**src/rtl/mpu_regbank_pkg.sv**
```systemverilog
`timescale 1ns/1ps
package mpu_regbank_pkg;
  localparam int ADDR_W       = 12;
  localparam int DATA_W       = 32;
  localparam int RNUM_W       = 4;   // embedded region number width
  localparam int FLAG_BIT     = 4;   // region-valid flag in base data
  localparam int BASE_LO      = 5;   // lowest stored base bit
  localparam int BASE_W       = DATA_W - BASE_LO;
  localparam int HALF_W       = 16;
  localparam int ALIAS_N      = 4;
  localparam int ALIAS_STRIDE = 8;

  localparam logic [ADDR_W-1:0] OFS_CTRL  = 12'hD94;
  localparam logic [ADDR_W-1:0] OFS_SEL   = 12'hD98;
  localparam logic [ADDR_W-1:0] OFS_BASE0 = 12'hD9C;
  localparam logic [ADDR_W-1:0] OFS_ATTR0 = 12'hDA0;

  typedef enum logic [2:0] {
    K_NONE = 3'd0,
    K_CTRL = 3'd1,
    K_SEL  = 3'd2,
    K_BASE = 3'd3,
    K_ATTR = 3'd4
  } reg_kind_e;
endpackage

```
**src/rtl/mpu_addr_decode.sv**
```systemverilog
`timescale 1ns/1ps
module mpu_addr_decode
  import mpu_regbank_pkg::*;
(
  input  logic [ADDR_W-1:0] addr,
  output reg_kind_e         kind
);
  logic [ALIAS_N-1:0] hit_base;
  logic [ALIAS_N-1:0] hit_attr;

  for (genvar k = 0; k < ALIAS_N; k++) begin : g_alias
    assign hit_base[k] = (addr == OFS_BASE0 + ADDR_W'(k * ALIAS_STRIDE));
    assign hit_attr[k] = (addr == OFS_ATTR0 + ADDR_W'(k * ALIAS_STRIDE));
  end

  always_comb begin
    kind = K_NONE;
    if (addr == OFS_CTRL)   kind = K_CTRL;
    else if (addr == OFS_SEL) kind = K_SEL;
    else if (|hit_base)     kind = K_BASE;
    else if (|hit_attr)     kind = K_ATTR;
  end
endmodule

```
**src/rtl/mpu_region_sel.sv**
```systemverilog
`timescale 1ns/1ps
module mpu_region_sel
  import mpu_regbank_pkg::*;
#(
  parameter int NUM_REGIONS = 8
) (
  input  logic              clk,
  input  logic              rst_n,
  input  logic              wr_sel,
  input  logic              wr_base,
  input  logic [DATA_W-1:0] wdata,
  output logic [RNUM_W-1:0] sel,
  output logic              sel_ok,
  output logic              base_commit,
  output logic [RNUM_W-1:0] base_idx
);
  localparam logic [RNUM_W:0]   N_NARROW = (RNUM_W+1)'(NUM_REGIONS);
  localparam logic [DATA_W-1:0] N_WIDE   = DATA_W'(NUM_REGIONS);

  logic              flag;
  logic [RNUM_W-1:0] emb;
  logic              emb_ok;
  logic              val_ok;

  assign flag   = wdata[FLAG_BIT];
  assign emb    = wdata[RNUM_W-1:0];
  assign emb_ok = ({1'b0, emb} < N_NARROW);
  assign val_ok = (wdata < N_WIDE);
  assign sel_ok = ({1'b0, sel} < N_NARROW);

  always_ff @(posedge clk or negedge rst_n) begin
    if (!rst_n) begin
      sel <= '0;
    end else if (wr_sel && val_ok) begin
      sel <= wdata[RNUM_W-1:0];
    end else if (wr_base && flag && emb_ok) begin
      sel <= emb;
    end
  end

  assign base_idx    = (wr_base && flag) ? emb : sel;
  assign base_commit = wr_base && (flag ? emb_ok : sel_ok);

  assert_sel_in_range_R3: assert property (@(posedge clk) disable iff (!rst_n)
    {1'b0, sel} < N_NARROW);

  assert_sel_oor_kept_R3: assert property (@(posedge clk) disable iff (!rst_n)
    (wr_sel && wdata >= N_WIDE) |=> $stable(sel));

  assert_flag_oor_kept_R6: assert property (@(posedge clk) disable iff (!rst_n)
    (wr_base && wdata[FLAG_BIT] && {1'b0, wdata[RNUM_W-1:0]} >= N_NARROW)
      |=> $stable(sel));

  assert_flag_moves_sel_R6: assert property (@(posedge clk) disable iff (!rst_n)
    (wr_base && wdata[FLAG_BIT] && {1'b0, wdata[RNUM_W-1:0]} < N_NARROW)
      |=> (sel == $past(wdata[RNUM_W-1:0])));
endmodule

```
**src/rtl/mpu_region_store.sv**
```systemverilog
`timescale 1ns/1ps
module mpu_region_store
  import mpu_regbank_pkg::*;
#(
  parameter int NUM_REGIONS = 8
) (
  input  logic                          clk,
  input  logic                          rst_n,
  input  logic                          base_we,
  input  logic [RNUM_W-1:0]             base_idx,
  input  logic [BASE_W-1:0]             base_val,
  input  logic                          attr_we,
  input  logic [RNUM_W-1:0]             attr_idx,
  input  logic [DATA_W-1:0]             attr_val,
  input  logic [RNUM_W-1:0]             rd_idx,
  output logic [NUM_REGIONS*BASE_W-1:0] base_o,
  output logic [NUM_REGIONS*HALF_W-1:0] szen_o,
  output logic [NUM_REGIONS*HALF_W-1:0] acc_o,
  output logic [DATA_W-1:0]             rd_base,
  output logic [DATA_W-1:0]             rd_attr
);
  logic [BASE_W-1:0] base_q [NUM_REGIONS];
  logic [HALF_W-1:0] szen_q [NUM_REGIONS];
  logic [HALF_W-1:0] acc_q  [NUM_REGIONS];

  for (genvar r = 0; r < NUM_REGIONS; r++) begin : g_region
    always_ff @(posedge clk or negedge rst_n) begin
      if (!rst_n) begin
        base_q[r] <= '0;
        szen_q[r] <= '0;
        acc_q[r]  <= '0;
      end else begin
        if (base_we && base_idx == RNUM_W'(r)) base_q[r] <= base_val;
        if (attr_we && attr_idx == RNUM_W'(r)) begin
          szen_q[r] <= attr_val[HALF_W-1:0];
          acc_q[r]  <= attr_val[DATA_W-1:HALF_W];
        end
      end
    end
    assign base_o[r*BASE_W +: BASE_W] = base_q[r];
    assign szen_o[r*HALF_W +: HALF_W] = szen_q[r];
    assign acc_o[r*HALF_W +: HALF_W]  = acc_q[r];
  end

  // An index past the last region matches no entry and reads zero.
  always_comb begin
    rd_base = '0;
    rd_attr = '0;
    for (int r = 0; r < NUM_REGIONS; r++) begin
      if (rd_idx == RNUM_W'(r)) begin
        rd_base = {base_q[r], {BASE_LO{1'b0}}};
        rd_attr = {acc_q[r], szen_q[r]};
      end
    end
  end
endmodule

```
**src/rtl/mpu_regbank.sv**
```systemverilog
`timescale 1ns/1ps
module mpu_regbank
  import mpu_regbank_pkg::*;
#(
  parameter int NUM_REGIONS = 8,
  parameter int CTRL_W      = 3
) (
  input  logic                          clk,
  input  logic                          rst_n,
  input  logic                          req_valid,
  input  logic                          req_write,
  input  logic [ADDR_W-1:0]             req_addr,
  input  logic [DATA_W-1:0]             req_wdata,
  output logic                          rsp_valid,
  output logic [DATA_W-1:0]             rsp_rdata,
  output logic [CTRL_W-1:0]             ctrl_o,
  output logic [NUM_REGIONS*BASE_W-1:0] base_o,
  output logic [NUM_REGIONS*HALF_W-1:0] szen_o,
  output logic [NUM_REGIONS*HALF_W-1:0] acc_o
);
  reg_kind_e         kind;
  logic              wr;
  logic              rd;
  logic [CTRL_W-1:0] ctrl_q;
  logic [RNUM_W-1:0] sel;
  logic              sel_ok;
  logic              base_commit;
  logic [RNUM_W-1:0] base_idx;
  logic [DATA_W-1:0] rd_base;
  logic [DATA_W-1:0] rd_attr;
  logic [DATA_W-1:0] rd_mux;

  assign wr = req_valid && req_write;
  assign rd = req_valid && !req_write;

  mpu_addr_decode u_decode (
    .addr (req_addr),
    .kind (kind)
  );

  always_ff @(posedge clk or negedge rst_n) begin
    if (!rst_n)                    ctrl_q <= '0;
    else if (wr && kind == K_CTRL) ctrl_q <= req_wdata[CTRL_W-1:0];
  end
  assign ctrl_o = ctrl_q;

  mpu_region_sel #(.NUM_REGIONS(NUM_REGIONS)) u_sel (
    .clk         (clk),
    .rst_n       (rst_n),
    .wr_sel      (wr && kind == K_SEL),
    .wr_base     (wr && kind == K_BASE),
    .wdata       (req_wdata),
    .sel         (sel),
    .sel_ok      (sel_ok),
    .base_commit (base_commit),
    .base_idx    (base_idx)
  );

  mpu_region_store #(.NUM_REGIONS(NUM_REGIONS)) u_store (
    .clk      (clk),
    .rst_n    (rst_n),
    .base_we  (base_commit),
    .base_idx (base_idx),
    .base_val (req_wdata[DATA_W-1:BASE_LO]),
    .attr_we  (wr && kind == K_ATTR && sel_ok),
    .attr_idx (sel),
    .attr_val (req_wdata),
    .rd_idx   (sel),
    .base_o   (base_o),
    .szen_o   (szen_o),
    .acc_o    (acc_o),
    .rd_base  (rd_base),
    .rd_attr  (rd_attr)
  );

  always_comb begin
    unique case (kind)
      K_CTRL:  rd_mux = DATA_W'(ctrl_q);
      K_SEL:   rd_mux = DATA_W'(sel);
      K_BASE:  rd_mux = rd_base;
      K_ATTR:  rd_mux = rd_attr;
      default: rd_mux = '0;
    endcase
  end

  always_ff @(posedge clk or negedge rst_n) begin
    if (!rst_n) begin
      rsp_valid <= 1'b0;
      rsp_rdata <= '0;
    end else begin
      rsp_valid <= rd;
      rsp_rdata <= rd ? rd_mux : '0;
    end
  end

  assert_read_answered_R2: assert property (@(posedge clk) disable iff (!rst_n)
    (req_valid && !req_write) |=> rsp_valid);

  assert_no_spurious_rsp_R2: assert property (@(posedge clk) disable iff (!rst_n)
    !(req_valid && !req_write) |=> (!rsp_valid && rsp_rdata == '0));

  assert_unmapped_reads_zero_R9: assert property (@(posedge clk) disable iff (!rst_n)
    (req_valid && !req_write && kind == K_NONE) |=> (rsp_rdata == '0));

  assert_ctrl_write_R8: assert property (@(posedge clk) disable iff (!rst_n)
    (req_valid && req_write && req_addr == OFS_CTRL)
      |=> (ctrl_o == $past(req_wdata[CTRL_W-1:0])));
endmodule

```
**config.mk**
```make
export PLATFORM = sky130hd
export DESIGN_NAME = mpu_regbank
export DESIGN_NICKNAME = d
export VERILOG_FILES = /design/src/rtl/mpu_regbank_pkg.sv /design/src/rtl/mpu_addr_decode.sv /design/src/rtl/mpu_region_sel.sv /design/src/rtl/mpu_region_store.sv /design/src/rtl/mpu_regbank.sv
export SDC_FILE = /design/constraint.sdc
export NUM_CORES = 1
export LEC_CHECK = 0
export ABC_AREA = 0
export BUFFER_PORTS_ARGS = -buffer_cell sky130_fd_sc_hd__buf_2
export CAP_MARGIN = 0
export CORE_ASPECT_RATIO = 1.4
export CORE_UTILIZATION = 40
export CTS_BUF_LIST = sky130_fd_sc_hd__clkbuf_4
export CTS_CLUSTER_DIAMETER = 100
export DETAILED_ROUTE_END_ITERATION = 10
export SETUP_SLACK_MARGIN = 0.05
export SLEW_MARGIN = 20
export SYNTH_ARGS = -nofsm -noshare
export SYNTH_HDL_FRONTEND = slang
export SYNTH_SLANG_ARGS = --single-unit
```
**constraint.sdc**
```tcl
create_clock -name clk -period 2.89 [get_ports clk]
set_input_delay 0.4335 -clock clk [delete_from_list [all_inputs] [get_ports clk]]
set_output_delay 0.4335 -clock clk [all_outputs]
set_load 0.05 [all_outputs]
```
# Yosys cells after proc, flatten, opt, wreduce, memory -nomap -nowiden
# Cells that the tools add are included.
dict set report totals {
  elab_cells 118
  ff_bits 512
  romBits 0
  ramBits 0
  inputBits 48
  output_inout_bits 508
  mem_count 0
  latchBits 0
}
dict set report classes {
  n_eq_ne 28
  addsub 0
  magnitude_cmp 3
  n_reduce_logical 33
  bitwise 0
  multipliers 0
  n_shift 0
  mux 26
  n_div 0
}
# op count
set ops {}
lappend ops {{2-to-1 mux 32 bit} 17}
lappend ops {{one-hot mux 32 bit (4 select lines)} 1}
lappend ops {{equality test 12 bit (second input constant)} 10}
lappend ops {{equality test 4 x 3 -> 1 bit (second input constant)} 8}
lappend ops {{< comparator 32 x 4 -> 1 bit (second input constant)} 1}
lappend ops {{logical AND 1 bit} 27}
lappend ops {{equality test 4 x 2 -> 1 bit (second input constant)} 4}
lappend ops {{2-to-1 mux 3 bit} 4}
lappend ops {{2-to-1 mux 4 bit} 3}
lappend ops {{equality test 4 x 1 -> 1 bit (second input constant)} 2}
lappend ops {{zero test 4 bit} 2}
lappend ops {{< comparator 4 bit (second input constant)} 2}
lappend ops {{OR reduction 4 bit} 2}
lappend ops {{equality test 3 x 2 -> 1 bit (second input constant)} 2}
lappend ops {{equality test 3 x 1 -> 1 bit (second input constant)} 1}
lappend ops {{equality test 3 bit (second input constant)} 1}
lappend ops {{nonzero test 2 bit} 1}
lappend ops {{zero test 1 bit} 1}
lappend ops {{2-to-1 mux 1 bit} 1}

# Depth between registers and ports, before layout
dict set report depth {
  depth_word 12
  ltp_mapped 9
  ltp_nobuf 5
}

# Cells and area by module
# From an unflattened synthesis, not the netlist that was laid out.
dict set report hier_totals {
  cells_unflattened 1931
  hier_area_um2 24556.1
}
# module n_inst cells_per_inst area_per_inst_um2 seq_area_each_um2
set by_module_without_submodules {}
lappend by_module_without_submodules {mpu_region_store 1 1760 22617.9 11811.3}
lappend by_module_without_submodules {mpu_regbank 1 134 1567.8 900.9}
lappend by_module_without_submodules {mpu_region_sel 1 27 306.5 100.1}
lappend by_module_without_submodules {mpu_addr_decode 1 10 63.8 0.0}

# Worst setup path before layout
# OpenSTA, ideal clock, no wires.
dict set report synth_path {
  path_type {input to register}
  start {in req_addr[1]}
  end {reg u_store.base_q (netlist bit u_store.base_o[10])}
  setup_ps 125
  t_arrival_ps 2045
  t_required_ps 2765
  path_buffers 1
  stages 6
  slack_ps 721
  cell_sequence {and4bb_2 > o2111ai_1 > o21bai_1 > nor2_2 > buf_6 > mux2_2}
}
dict set report synth_between {
  elab_chain_cells 12
  word_cells_on_any_way 23
  cone_classes {eq/ne: 11; mux: 5; reduce/logical: 7}
}
# item line
set synth_lines {}
lappend synth_lines {{from (decl)} mpu_regbank.sv:12} ;# input logic [ADDR_W-1:0] req_addr,
lappend synth_lines {{equality test 12 bit} mpu_addr_decode.sv:13} ;# assign hit_attr[k] = (addr == OFS_ATTR0 + ADDR_W'(k * ALIAS_STRIDE));
lappend synth_lines {{OR reduction 4 bit} mpu_addr_decode.sv:21} ;# else if (|hit_attr) kind = K_ATTR;
lappend synth_lines {{2-to-1 mux 3 bit} mpu_addr_decode.sv:21}
lappend synth_lines {{2-to-1 mux 3 bit} mpu_addr_decode.sv:20} ;# else if (|hit_base) kind = K_BASE;
lappend synth_lines {{2-to-1 mux 3 bit} mpu_addr_decode.sv:19} ;# else if (addr == OFS_SEL) kind = K_SEL;
lappend synth_lines {{2-to-1 mux 3 bit *} mpu_addr_decode.sv:18} ;# if (addr == OFS_CTRL) kind = K_CTRL;
lappend synth_lines {{equality test 3 x 2 -> 1 bit *} mpu_regbank.sv:51} ;# .wr_base (wr && kind == K_BASE),
lappend synth_lines {{logical AND 1 bit *} mpu_regbank.sv:51}
lappend synth_lines {{logical AND 1 bit} mpu_region_sel.sv:41} ;# assign base_idx = (wr_base && flag) ? emb : sel;
lappend synth_lines {{2-to-1 mux 4 bit} mpu_region_sel.sv:41}
lappend synth_lines {{zero test 4 bit} mpu_region_store.sv:33} ;# if (base_we && base_idx == RNUM_W'(r)) base_q[r] <= base_val;
lappend synth_lines {{logical AND 1 bit *} mpu_region_store.sv:33}
lappend synth_lines {{to (signal, indexed assignment)} mpu_region_store.sv:33}
lappend synth_lines {{to (decl)} mpu_region_store.sv:22} ;# logic [BASE_W-1:0] base_q [NUM_REGIONS];
# Every way passes the cells marked *; elsewhere a longest branch is shown, timed or not.
# A chain may end at the register's enable or synchronous reset.

# Worst setup path in the final report
dict set report layout_path {
  start {reg u_sel.sel[3]}
  end {reg u_store.base_q (netlist bit u_store.base_o[201])}
}
dict set report layout_between {
  elab_chain_cells 4
  word_cells_on_any_way 6
  cone_classes {order compare: 1; eq/ne: 1; mux: 2; reduce/logical: 2}
}
# item line
set layout_lines {}
lappend layout_lines {{from (decl)} mpu_region_sel.sv:12} ;# output logic [RNUM_W-1:0] sel,
lappend layout_lines {{from (signal assigned)} mpu_region_sel.sv:35} ;# sel <= wdata[RNUM_W-1:0];
lappend layout_lines {{from (signal assigned)} mpu_region_sel.sv:37} ;# sel <= emb;
lappend layout_lines {{< comparator 4 bit} mpu_region_sel.sv:29} ;# assign sel_ok = ({1'b0, sel} < N_NARROW);
lappend layout_lines {{2-to-1 mux 1 bit} mpu_region_sel.sv:42} ;# assign base_commit = wr_base && (flag ? emb_ok : sel_ok);
lappend layout_lines {{logical AND 1 bit} mpu_region_sel.sv:42}
lappend layout_lines {{logical AND 1 bit *} mpu_region_store.sv:33}
# Marked as above.

==> impl_metrics.tcl <==
set metrics [dict create \
    outcome "complete, no violations" \
    endpoint_kind "register" \
    synthesis.nets 1908 \
    dr.pass1.iters 7 \
    start_util_pct 40.5 \
    whs_ns 0.101 \
    crit_arrival_ns 3.27 \
    cts-root-buf "clkbuf_4" \
    p_leak_nw 15.6 \
    die_area_um2 60500 \
    synth_area_per_cell_um2 12.8 \
    grt_max_degree 76 \
    grt_use_met2_pct 51.3 \
    critPathMaxStageDelay_ns 0.55 \
    ys_ff_latch 512 \
    yosys.cell_types.count 61 \
    placed_area_um2 27900 \
    die_x_um 208 \
    clock_skew_ns 0.0529 \
    grt_pass1_wl_mm 138 \
    vias_per_cell 5.73 \
    tightest_slew_ns 0.914 \
    drc_errors 0 \
    core.rowCount 105 \
    area_growth_pct 24.7 \
    ys.flop_type "dfrtp_1" \
    drive_gt1_share_pct 52.7 \
    nNetsFinal 2558 \
    io_buffer_count 555 \
    final_cells 3342 \
    utilization_pct 50.5 \
    max-vdd-ir-drop_v 0.000315 \
    placedCellCount 3106 \
    postSynthCellCount 1860 \
    synth_edf_count 0 \
    fmax_mhz 393 \
    synth_area_um2 23800 \
    grt_pass1_vias 19908 \
    cts_tree "done" \
    yosys_warnings 0 \
    path_clk_slew_ns 0.07 \
    grt-busiest-layer "met2" \
    clock_latency_ns 0.88 \
    reg2reg_depth 6 \
    min_period_over_period_pct 88.0 \
    yosys.area.top_type "dfrtp_1" \
    track_usage_pct 31.3 \
    drt_wl_total_mm 94.9 \
    use_met1_pct 37.8 \
    setup_viol 0 \
    timing.setup.tns_ns 0 \
    place.gp.congestion 0.877 \
    die_h_um 291 \
    grt_overflow_total 0 \
    yosysTopAreaCellShare_pct 53.8 \
    boundaryPins 556 \
    wl_per_cell_um 28.4 \
    max_slew_margin_pct 39.1 \
    cap_viol_max_count 0 \
    crit_fanout 21 \
    cp-start-kind "register" \
    whs_path_depth 2 \
    drv_slew 0 \
    use_met3_pct 7.38 \
    cp.required_ns 3.62 \
    synthTopCellsByArea "dfrtp_1, mux2_2, mux2i_1" \
    fin_area_um2 29700 \
    cp_cell_sequence "nand2b_4 > o22ai_1 > nand3_1 > nand2b_2 > buf_4 > mux2_2" \
    vias 19136 \
    critPathKind "reg2reg" \
    cts_buffers 132 \
    timing.hold.worst.class "in2reg" \
    rsz0062_at_grt "false" \
    clockBufferDepth 3 \
    ys_seq_area_share_pct 53.8 \
    drtIter0Drc 1062 \
    critical_path.slowest_cell "dfrtp_1" \
    fp.coreArea_um2 58700 \
    cts_max_level 4 \
    clkSinkCount 512 \
    dp_hpwl_mm 64.9 \
    ant_nets 0 \
    power_density_nw_per_um2 459 \
    antenna_found_initial 2 \
    hold_viol_final 0 \
    synthArstFlopShare_pct 100 \
    period_needed_ns 2.54 \
]
## logic make-up after synthesis
family / synth area share [%]
and+or+nand+nor: 5.18
DFF: 53.8
AOI/OAI and AO/OA: 8.30
muxes: 29.4
buffers and inverters: 3.25
## metrics by stage
stage,power [mW],worst slack (ns)
floorplan,7.40,0.721
global placement,7.72,0.203
detailed placement,7.73,0.191
CTS,13.8,0.347
global route,14.2,0.322
finish,13.6,0.346
## worst paths after layout
| path | start | to | slack [ns] |
|---|---|---|---|
| worst min-delay path | req_wdata[29] | u_store.acc_o[125]$_DFFE_PN0P_ | 0.10 |
| min in group asynchronous | rst_n | u_store.base_o[208]$_DFFE_PN0P_ | 0.13 |
| worst min register to register | u_store.base_o[172]$_DFFE_PN0P_ | u_store.base_o[172]$_DFFE_PN0P_ | 0.50 |
| worst max register to register | u_sel.sel[3]$_DFFE_PN0P_ | u_store.base_o[201]$_DFFE_PN0P_ | 0.35 |
| max in group asynchronous | rst_n | u_store.szen_o[12]$_DFFE_PN0P_ | 1.81 |
| worst max-delay path | u_sel.sel[3]$_DFFE_PN0P_ | u_store.base_o[201]$_DFFE_PN0P_ | 0.35 |
## state kept, by name, indices dropped and copies added (netlist names)
name            flops
u_store.acc_o     128
u_store.base_o    216
rsp_valid           1
rsp_rdata          32
ctrl_o              3
u_store.szen_o    128
u_sel.sel           4
## layout make-up
| class | instances | area, um^2 |
|---|---|---|
| Timing Repair Buffer | 670 | 3990 |
| Tap cell | 749 | 937 |
| Clock buffer | 179 | 1340 |
| Multi-Input combinational cell | 1185 | 10300 |
| Sequential cell | 512 | 12800 |
| Antenna cell | 3 | 7.51 |
| Inverter | 9 | 33.8 |
| Clock inverter | 35 | 196 |
| Fill cell | 5409 | 29100 |
## synth_stat cells, types with 7 or more instances
| cell type | instances |
|---|---|
| mux2_1 | 21 |
| o21ai_0 | 105 |
| inv_1 | 9 |
| mux2_2 | 461 |
| buf_6 | 10 |
| mux2_4 | 28 |
| buf_2 | 51 |
| nor2_1 | 134 |
| nand2_1 | 28 |
| a2bb2oi_1 | 17 |
| mux2i_1 | 109 |
| nand2b_1 | 10 |
| o22ai_1 | 63 |
| nor2b_1 | 15 |
| nor4_1 | 7 |
| clkbuf_1 | 82 |
| o32ai_1 | 37 |
| nand3_1 | 12 |
| dfrtp_1 | 512 |
| a31oi_1 | 18 |
| a21oi_1 | 50 |
## routing by layer
metal / part of all wire [%] / wire (um) / vias to the layer above
met5: 0 / 0 / -
met4: 5.4 / 5160 / 0
met3: 6.7 / 6380 / 228
met2: 48 / 45900 / 851
met1: 39 / 37500 / 9886
li1: - / - / 8171
## report_power, final
| group | switching (mW) | internal (mW) | leakage, nW |
|---|---|---|---|
| combinational | 0.338 | 0.0988 | 7.51 |
| sequential | 0.00230 | 7.17 | 7.13 |
| clock | 3.00 | 3.03 | 0.910 |
| total | 3.34 | 10.3 | 15.6 |
## worst max-delay path, delay by kind of cell (launching register included)
kind	cells	cell delay [ns]
flip-flops	1	0.55
AO/OA/AOI/OAI	1	0.13
AND/OR/NAND/NOR	3	0.98
multiplexers	1	0.39
buffers and inverters	1	0.34
## cell usage in the layout, fill, tap and decap left out, types with 3 or more instances in the layout
master / synthesis / routed
buf_4: 6 / 73
o32ai_1: 37 / 37
a21oi_1: 50 / 50
nor4_4: 1 / 6
buf_2: 51 / 554
nand2_1: 28 / 27
a2bb2oi_1: 17 / 17
nor3_1: 6 / 4
nand3_1: 12 / 11
o221ai_1: 4 / 4
clkbuf_4: 0 / 179
nand2b_1: 10 / 8
mux2i_1: 109 / 109
diode_2: 0 / 3
inv_2: 0 / 3
buf_12: 0 / 23
o21ai_0: 105 / 105
mux4_2: 3 / 3
dlygate4sd3_1: 0 / 19
nand3b_1: 3 / 3
mux2_2: 461 / 461
o22ai_1: 63 / 63
dfrtp_1: 512 / 509
a31oi_1: 18 / 18
nor2b_1: 15 / 13
mux2_4: 28 / 28
clkinv_1: 0 / 26
inv_1: 9 / 9
nor4_1: 7 / 7
o21a_1: 3 / 3
nor2_1: 134 / 133
clkinvlp_4: 0 / 3
nor2_4: 5 / 7
o21bai_1: 3 / 3
nand4_1: 3 / 3
mux2_1: 21 / 21
## repair_timing
item                       4_1_cts  5_1_grt
hold buffers                    19        0
setup endpoints to repair        0        0
resized for setup                0        0
setup buffers                    0        0
hold endpoints to repair       246        0
Note: power is estimated with default switching activity, not from simulation.
